File: src/rtl/scanline_irq_pkg.sv
package scanline_irq_pkg;

  typedef struct packed {
    logic load_cnt;
    logic load_latch;
    logic disarm;
    logic arm;
  } irq_wr_t;

  function automatic logic any_write(input irq_wr_t w);
    return w.load_cnt | w.load_latch | w.disarm | w.arm;
  endfunction

endpackage

File: src/rtl/scanline_irq_qual.sv
module scanline_irq_qual #(
  parameter int LINE_W    = 9,
  parameter int LAST_LINE = 239
) (
  input  logic              line_pulse,
  input  logic [LINE_W-1:0] line_num,
  input  logic              render_en,
  input  logic              armed,
  input  logic              pending,
  input  logic              write_busy,
  output logic              step_en,
  output logic              first_line
);
  localparam logic [LINE_W-1:0] LAST_V = LINE_W'(LAST_LINE);

  function automatic logic visible(input logic [LINE_W-1:0] n);
    return n <= LAST_V;
  endfunction

  always_comb begin
    first_line = (line_num == '0);
    step_en    = line_pulse & visible(line_num) & render_en & armed
               & ~pending & ~write_busy;
  end
endmodule

File: src/rtl/scanline_irq_step.sv
module scanline_irq_step #(
  parameter int CNT_W = 8
) (
  input  logic [CNT_W-1:0] cnt,
  input  logic             first_line,
  output logic [CNT_W-1:0] cnt_dec,
  output logic             zero_hit
);
  // Returns {test result, decremented value}
  function automatic logic [CNT_W:0] line_step(input logic [CNT_W-1:0] c,
                                               input logic             first);
    logic [CNT_W-1:0] adj;
    adj = (first && c != '0) ? c - CNT_W'(1) : c;
    return {adj == '0, adj - CNT_W'(1)};
  endfunction

  always_comb begin
    {zero_hit, cnt_dec} = line_step(cnt, first_line);
  end
endmodule

File: src/rtl/scanline_irq_ctrl.sv
module scanline_irq_ctrl
  import scanline_irq_pkg::*;
(
  input  logic    clk,
  input  logic    rst_n,
  input  irq_wr_t wr,
  input  logic    fire_evt,
  output logic    armed_q,
  output logic    pending_q,
  output logic    irq_q
);
  always_ff @(posedge clk or negedge rst_n) begin
    if (!rst_n) begin
      armed_q   <= 1'b0;
      pending_q <= 1'b0;
      irq_q     <= 1'b0;
    end else begin
      if (wr.disarm)   armed_q <= 1'b0;
      else if (wr.arm) armed_q <= 1'b1;

      if (any_write(wr))  pending_q <= 1'b0;
      else if (fire_evt)  pending_q <= 1'b1;

      if (wr.disarm)      irq_q <= 1'b0;
      else if (fire_evt)  irq_q <= 1'b1;
    end
  end
endmodule

File: src/rtl/scanline_irq_gen.sv
module scanline_irq_gen
  import scanline_irq_pkg::*;
#(
  parameter int CNT_W     = 8,
  parameter int LINE_W    = 9,
  parameter int LAST_LINE = 239
) (
  input  logic              clk,
  input  logic              rst_n,
  input  logic              wr_cnt,
  input  logic              wr_latch,
  input  logic              wr_disarm,
  input  logic              wr_arm,
  input  logic [CNT_W-1:0]  wr_data,
  input  logic              line_pulse,
  input  logic [LINE_W-1:0] line_num,
  input  logic              render_en,
  output logic              irq
);
  irq_wr_t          wr;
  logic             write_busy;
  logic [CNT_W-1:0] count_q;
  logic [CNT_W-1:0] latch_q;
  logic [CNT_W-1:0] cnt_dec;
  logic             zero_hit;
  logic             step_en;
  logic             first_line;
  logic             fire_evt;
  logic             armed_q;
  logic             pending_q;
  logic             irq_q;

  always_comb begin
    wr.load_cnt   = wr_cnt;
    wr.load_latch = wr_latch;
    wr.disarm     = wr_disarm;
    wr.arm        = wr_arm;
    write_busy    = any_write(wr);
    fire_evt      = step_en & zero_hit;
  end

  scanline_irq_qual #(.LINE_W(LINE_W), .LAST_LINE(LAST_LINE)) u_qual (
    .line_pulse (line_pulse),
    .line_num   (line_num),
    .render_en  (render_en),
    .armed      (armed_q),
    .pending    (pending_q),
    .write_busy (write_busy),
    .step_en    (step_en),
    .first_line (first_line)
  );

  scanline_irq_step #(.CNT_W(CNT_W)) u_step (
    .cnt        (count_q),
    .first_line (first_line),
    .cnt_dec    (cnt_dec),
    .zero_hit   (zero_hit)
  );

  scanline_irq_ctrl u_ctrl (
    .clk       (clk),
    .rst_n     (rst_n),
    .wr        (wr),
    .fire_evt  (fire_evt),
    .armed_q   (armed_q),
    .pending_q (pending_q),
    .irq_q     (irq_q)
  );

  always_ff @(posedge clk or negedge rst_n) begin
    if (!rst_n) begin
      count_q <= '0;
      latch_q <= '0;
    end else begin
      if (wr.load_cnt)   count_q <= wr_data;
      else if (step_en)  count_q <= zero_hit ? latch_q : cnt_dec;
      if (wr.load_latch) latch_q <= wr_data;
    end
  end

  assign irq = irq_q;
endmodule

File: config.mk
export PLATFORM = sky130hd
export DESIGN_NAME = scanline_irq_gen
export DESIGN_NICKNAME = d
export VERILOG_FILES = /design/src/rtl/scanline_irq_pkg.sv /design/src/rtl/scanline_irq_qual.sv /design/src/rtl/scanline_irq_step.sv /design/src/rtl/scanline_irq_ctrl.sv /design/src/rtl/scanline_irq_gen.sv
export SDC_FILE = /design/constraint.sdc
export NUM_CORES = 1
export LEC_CHECK = 0
export BUFFER_PORTS_ARGS = -buffer_cell sky130_fd_sc_hd__buf_2
export CAP_MARGIN = 20
export CORE_MARGIN = 8
export CORE_UTILIZATION = 55
export CTS_CLUSTER_DIAMETER = 30
export DETAILED_ROUTE_END_ITERATION = 7
export PLACE_DENSITY = 0.79
export SETUP_SLACK_MARGIN = 0.4
export SYNTH_ARGS = -nofsm -noshare
export SYNTH_HDL_FRONTEND = slang
export SYNTH_SLANG_ARGS = --single-unit
File: constraint.sdc
create_clock -name clk -period 3.3 [get_ports clk]
set_input_delay 0.33 -clock clk [delete_from_list [all_inputs] [get_ports clk]]
set_output_delay 0.33 -clock clk [all_outputs]
set_load 0.005 [all_outputs]
==> flow_metrics.py, run 1 <==
metrics = {
    "outcome": {
        "status": "completed",
    },
    "worst_setup_path": {
        "cp.required_ns": 3.54,
        "cp_cell_sequence": "nor4_4 -> nand3b_1 -> nand2_2 -> nor2_1 -> a21oi_2 -> ha_2 -> a21boi_1 -> a32oi_1 -> o22a_1 -> or4_1 -> nand3_1",
        "slowest_stage": "dfrtp_2",
        "criticalPathCategory": "flop to flop",
        "critPathMaxFanout": 5,
        "arrival_ns": 2.98,
        "endpoint_kind": "flop",
        "cp_top_family": "simple AND/OR/NAND/NOR gates",
        "cp_slowest_stage_delay_ns": 0.48,
        "worst-path-buf-inv": 0,
        "crit_path_start_kind": "flop",
    },
    "logic_synthesis": {
        "synth_top_family_by_area": "simple AND/OR/NAND/NOR gates",
        "syn_avg_cell_area_sq_um": 9.70,
        "synth_fp_nets": 176,
        "synthMuxAreaShare_pct": 11.2,
        "yosysUniqueCellTypes": 51,
        "synth.area.top_cells": "dfrtp_1 33%, mux2_2 6.3%, mux2i_1 4.9%",
        "ys_seq_area_share_pct": 33.3,
        "synth_compound_area_share_pct": 17.8,
        "synth_fa_ha_area_share_pct": 3.51,
        "yosysWarningCount": 0,
        "syn_inst": 147,
        "synth_edf_count": 0,
        "synthArstFlopShare_pct": 100,
        "synth.largest_area_cell": "dfrtp_1",
        "synth_ff_type": "dfrtp_1",
        "ys_ff_latch": 19,
        "syn_area_sq_um": 1430,
        "yosys.area_share.simple_pct": 23.1,
        "synth_xor_area_share_pct": 4.30,
        "synth.top_cell.area_share_pct": 33.3,
    },
    "sta": {
        "worstMarginPinSlew_ns": 0.514,
        "setup_viol_count_final": 0,
        "setup_tns_ns": 0,
        "relSlewSlack_pct": 65.4,
        "fmax_ghz": 0.365,
        "setup_slack_ns": 0.558,
        "hold_viol": 0,
        "period_share_pct": 83.1,
        "skew_ns": 0.00181,
        "min_period_ns": 2.74,
        "drv_slew": 0,
        "rsz0062_at_grt": "no",
    },
    "routing": {
        "routed_wl_mm": 3.67,
        "drtIter0Drc": 156,
        "drc": 0,
        "vias_per_cell": 6.40,
        "avgRoutedWirePerCell_um": 17.6,
        "ant_nets": 0,
        "vias": 1331,
        "firstDrtPassIters": 4,
    },
    "global_routing": {
        "met1_usage_pct": 20.5,
        "grt_use_met2_pct": 25.7,
        "overflow": 0,
        "grt_pass1_wl_mm": 5.68,
        "track_usage_pct": 16.2,
        "antenna_found_initial": 0,
        "use_met3_pct": 3.19,
        "grt-busiest-layer": "met2",
        "grt_pass1_vias": 1230,
        "grt_max_degree": 20,
    },
    "final_layout": {
        "diodes": 0,
        "stdcell_area_sq_um": 1650,
        "final_common_cell": "buf_2",
        "nets": 208,
        "multiInputGateArea_sq_um": 883,
        "post-route-util_pct": 66.8,
        "seq_area_sq_um": 479,
        "num-fill-cells": 195,
        "areaGrowthSynthToFinish_pct": 16.0,
        "layout-drive-gt1-share_pct": 37.6,
        "final_cell_mix": "25 x buf_2, 16 x dfrtp_1, 10 x nor2_1, 10 x nand2_1, 10 x buf_4",
    },
    "power_and_ir_drop": {
        "finalPower_mw": 0.556,
        "p_leak_nw": 0.698,
        "p_sw_mw": 0.175,
        "p_comb_share_pct": 29.3,
        "internal_power_mw": 0.382,
        "swShare_pct": 31.4,
        "ir_drop_v": 0.000311,
        "power_density_nw_per_um2": 336,
        "pwr-share-seq_pct": 49.8,
        "clkPwrFrac_pct": 21.0,
    },
    "flow_run": {
        "maxCapViolCount": 0,
    },
    "clock_tree": {
        "cts_tree": "built",
        "clk_pin_slew_ns": 0.10,
        "clock_path_buffers": 2,
        "h-tree-depth": 1,
        "clkSinkCount": 19,
        "clockRootBuffer": "clkbuf_4",
        "numCtsBuffers": 3,
        "insertion_delay_ns": 0.29,
    },
    "place": {
        "port_buffers": 25,
        "gp_congestion": 0.963,
        "dp_hpwl_mm": 2.52,
        "place_ws_ns": 0.312,
        "dpl_cell_area_sq_um": 1510,
    },
    "floorplanning": {
        "core_sq_um": 2480,
        "die_area_sq_um": 4480,
        "io_pins": 26,
        "die_x_um": 66.9,
        "num_rows": 18,
        "start_util_pct": 57.6,
        "die_y_um": 66.9,
    },
    "min_path": {
        "hold_path_class": "input pin to flop",
    },
}
## stage by stage
stage / cells / hold slack [ns]
global route: 208 / 0.203
CTS: 198 / 0.197
finish: 208 / 0.207
floorplan: 147 / 0.0344
detailed placement: 193 / 0.290
global placement: 193 / 0.281
## cell type report
| type | instances | area share [%] |
|---|---|---|
| multi-input combinational | 115 | 53.4 |
| clock buffer | 4 | 1.59 |
| sequential | 19 | 29.0 |
| tap | 30 | 2.27 |
| inverter | 4 | 1.06 |
| timing repair buffer | 36 | 12.7 |
## worst reg2reg max path, stage by stage (launching register included)
cell and delay (ns):
dfrtp_2 0.48, nor4_4 0.36, nand3b_1 0.18, nand2_2 0.18, nor2_1 0.08, a21oi_2 0.15
ha_2 0.22, a21boi_1 0.15, a32oi_1 0.09, o22a_1 0.25, or4_1 0.46, nand3_1 0.07
## sequential cells by signal, summed over array words and instances (netlist names)
register	cells
count_q	8
latch_q	8
u_ctrl.armed_q	1
u_ctrl.irq_q	1
u_ctrl.pending_q	1
## metal layers
metal / wire [um] / part of all wire, % / vias to the layer above
met5: 0 / 0 / -
met3: 276 / 7.5 / 12
met1: 1480 / 40 / 634
met4: 87 / 2.4 / 0
li1: - / - / 618
met2: 1830 / 50 / 67
## synth_stat cells (3+ instances only)
library cell / count
dfrtp_1: 19
nand2_1: 11
nor2_1: 10
mux2_2: 8
mux2i_1: 7
xnor2_1: 7
nand3_1: 6
a22oi_1: 5
a21oi_1: 4
a31oi_1: 4
ha_1: 4
inv_1: 4
nand4_1: 4
o21ai_1: 4
buf_6: 3
nand3b_1: 3
o21ai_0: 3
## worst paths after layout
check,start,slack (ns),cells after the start,endpoint
worst max-delay path,count_q[3]$_DFFE_PN0P_,0.56,11,count_q[6]$_DFFE_PN0P_
min in group asynchronous,rst_n,0.52,2,latch_q[1]$_DFFE_PN0P_
worst max register to register,count_q[3]$_DFFE_PN0P_,0.56,11,count_q[6]$_DFFE_PN0P_
max in group asynchronous,rst_n,2.44,2,count_q[3]$_DFFE_PN0P_
worst min-delay path,wr_disarm,0.21,2,u_ctrl.armed_q$_DFFE_PN0P_
worst min register to register,u_ctrl.armed_q$_DFFE_PN0P_,0.51,2,u_ctrl.armed_q$_DFFE_PN0P_
## cells by family (layout without fill, tap and decap cells)
kind of cell | after synthesis | in the layout
buffers and inverters | 13 | 44
and+or+nand+nor | 54 | 54
AOI/OAI and AO/OA | 35 | 35
xor gates and xnor gates | 7 | 7
adders and majority gates | 4 | 4
muxes | 15 | 15
DFF | 19 | 19
## power groups by stage
| stage | logic (mW) | registers [mW] | clock network [mW] |
|---|---|---|---|
| after floorplan | 0.109 | 0.269 | 0 |
| after global placement | 0.128 | 0.281 | 0 |
| after detailed placement | 0.132 | 0.283 | 0 |
| after CTS | 0.135 | 0.279 | 0.119 |
| after global routing | 0.179 | 0.280 | 0.130 |
| final | 0.163 | 0.277 | 0.117 |
## repair_timing
item                                    CTS  global route
buffers inserted                          0            10
endpoints found under the setup margin    1             1
pin swaps                                 1             2
hold buffers                              1             0
endpoints found under the hold margin    19             0
gates cloned                              0             0
gates resized for setup                   4             8
No activity file was read; power rests on OpenSTA's default activity.
==> inputs of run 2 (changes only) <==
==> constraint.sdc (replaced) <==
create_clock -name clk -period 2.9 [get_ports clk]
set_input_delay 0.29 -clock clk [delete_from_list [all_inputs] [get_ports clk]]
set_output_delay 0.29 -clock clk [all_outputs]
set_load 0.005 [all_outputs]
==> flow_metrics.py, run 2 (same netlist as run 1, synthesis figures left out) <==
metrics = {
    "outcome": {
        "status": "completed",
    },
    "final_layout": {
        "fin_cells": 218,
        "nets": 218,
        "layout-drive-gt1-share_pct": 46.3,
        "final_cell_mix": "25 x buf_2, 19 x buf_4, 15 x dfrtp_1",
        "num-fill-cells": 197,
        "reg.largest.list": "count_q: 8 flops, latch_q: 8 flops",
        "diodes": 0,
        "post-route-util_pct": 71.5,
        "final_common_cell": "buf_2",
        "areaGrowthSynthToFinish_pct": 24.1,
    },
    "sta": {
        "rsz0062_at_grt": "yes",
        "setup_tns_ns": 0,
        "setup_viol_count_final": 0,
        "period_share_pct": 88.5,
        "hold-worst-slack_ns": 0.157,
        "skew_ns": 0.0169,
        "hold_viol": 0,
        "drv_slew": 0,
        "relSlewSlack_pct": 68.4,
        "min_period_ns": 2.57,
        "fmax_ghz": 0.389,
        "worstMarginPinSlew_ns": 0.470,
    },
    "global_routing": {
        "grt_max_degree": 20,
        "overflow": 0,
        "met1_usage_pct": 21.0,
        "grt_pass1_wl_mm": 6.16,
        "use_met3_pct": 3.02,
        "antenna_found_initial": 0,
        "grt_use_met2_pct": 28.6,
        "track_usage_pct": 17.4,
        "grt_pass1_vias": 1390,
        "grt-busiest-layer": "met2",
    },
    "routing": {
        "vias": 1359,
        "firstDrtPassIters": 4,
        "vias_per_cell": 6.23,
        "routed_wl_mm": 3.85,
        "drc": 0,
        "drtIter0Drc": 78,
        "avgRoutedWirePerCell_um": 17.7,
        "ant_nets": 0,
    },
    "floorplanning": {
        "core_sq_um": 2480,
        "start_util_pct": 57.6,
        "io_pins": 26,
        "die_area_sq_um": 4480,
        "die_x_um": 66.9,
        "die_y_um": 66.9,
        "num_rows": 18,
    },
    "clock_tree": {
        "clock_path_buffers": 2,
        "clockRootBuffer": "clkbuf_4",
        "insertion_delay_ns": 0.31,
        "numCtsBuffers": 3,
        "clk_pin_slew_ns": 0.12,
        "clkSinkCount": 19,
        "h-tree-depth": 1,
        "cts_tree": "built",
    },
    "place": {
        "port_buffers": 25,
        "numPlacedInstances": 197,
        "dp_hpwl_mm": 2.69,
        "gp_congestion": 0.952,
    },
    "worst_setup_path": {
        "r2r_slack_ns": 0.33,
        "crit_path_start_kind": "flop",
        "cp_cell_sequence": "inv_4 -> ha_4 -> and2b_2 -> nand3b_1 -> nand2_2 -> xnor2_2 -> ha_2 -> a21boi_4 -> a32oi_2 -> o22a_1 -> or4_1 -> nand3_1",
        "endpoint_kind": "flop",
        "criticalPathCategory": "flop to flop",
        "arrival_ns": 2.80,
        "reg2reg_from": "count_q[0]$_DFFE_PN0P_",
        "cp.required_ns": 3.14,
        "reg2reg_to": "count_q[6]$_DFFE_PN0P_",
        "cp_slowest_stage_delay_ns": 0.41,
        "worst-path-buf-inv": 1,
        "rr_worst_depth": 12,
        "crit_path_start": "count_q[0]$_DFFE_PN0P_",
        "critPathMaxFanout": 3,
        "crit_end": "count_q[6]$_DFFE_PN0P_",
        "slowest_stage": "dfrtp_2",
        "crit_cells": 12,
        "cp_top_family": "simple AND/OR/NAND/NOR gates",
    },
    "power_and_ir_drop": {
        "ir_drop_v": 0.000380,
        "power_density_nw_per_um2": 375,
        "p_leak_nw": 0.754,
    },
    "flow_run": {
        "maxCapViolCount": 0,
    },
    "min_path": {
        "hold_path_class": "input pin to flop",
    },
}
[run 2: per-layer routing]
| layer | wire length, um | vias up |
|---|---|---|
| met5 | 0 | - |
| met4 | 124 | 0 |
| met2 | 1850 | 64 |
| li1 | - | 642 |
| met1 | 1590 | 639 |
| met3 | 281 | 14 |
[run 2: how the worst min path moves through the flow]
| stage | start | to | slack, ns | cells past startpoint |
|---|---|---|---|---|
| finish | wr_disarm | u_ctrl.irq_q$_DFFE_PN0P_ | 0.16 | 2 |
| global placement | rst_n | latch_q[5]$_DFFE_PN0P_ | 0.24 | 1 |
| floorplan | rst_n | count_q[0]$_DFFE_PN0P_ | -0.006 | 0 |
| global route | wr_disarm | u_ctrl.irq_q$_DFFE_PN0P_ | 0.17 | 2 |
| detailed placement | rst_n | u_ctrl.armed_q$_DFFE_PN0P_ | 0.25 | 1 |
| CTS | wr_disarm | u_ctrl.irq_q$_DFFE_PN0P_ | 0.16 | 2 |
[run 2: per-stage QoR]
| step | worst slack, ns | area, sq um | power, mW |
|---|---|---|---|
| after global placement | 0.253 | 1560 | 0.476 |
| after detailed placement | 0.164 | 1560 | 0.484 |
| after floorplan | 0.376 | 1450 | 0.434 |
| after CTS | 0.400 | 1710 | 0.643 |
| final | 0.332 | 1770 | 0.663 |
| after global routing | 0.254 | 1770 | 0.695 |
[run 2: repair_timing]
action | CTS | global route
pin swaps | 5 | 3
gates resized for setup | 7 | 6
endpoints found under the setup margin | 7 | 10
hold buffers | 1 | 0
setup buffers | 12 | 3
gates cloned | 0 | 1
endpoints found under the hold margin | 19 | 0
[run 2: cell type report]
type / count / area (sq um) / share of cell area (%)
flip-flops and latches: 19 / 480 / 27.1
well taps: 30 / 37.5 / 2.12
multi-input cells: 116 / 930 / 52.5
clock buffers: 3 / 22.5 / 1.27
clock inverters: 1 / 5.00 / 0.283
repair buffers: 45 / 278 / 15.7
inverters: 4 / 17.5 / 0.989
[run 2: report_power, final]
group          switching (mW)  internal (mW)
clock network          0.0885         0.0515
logic                   0.104          0.108
registers              0.0240          0.288
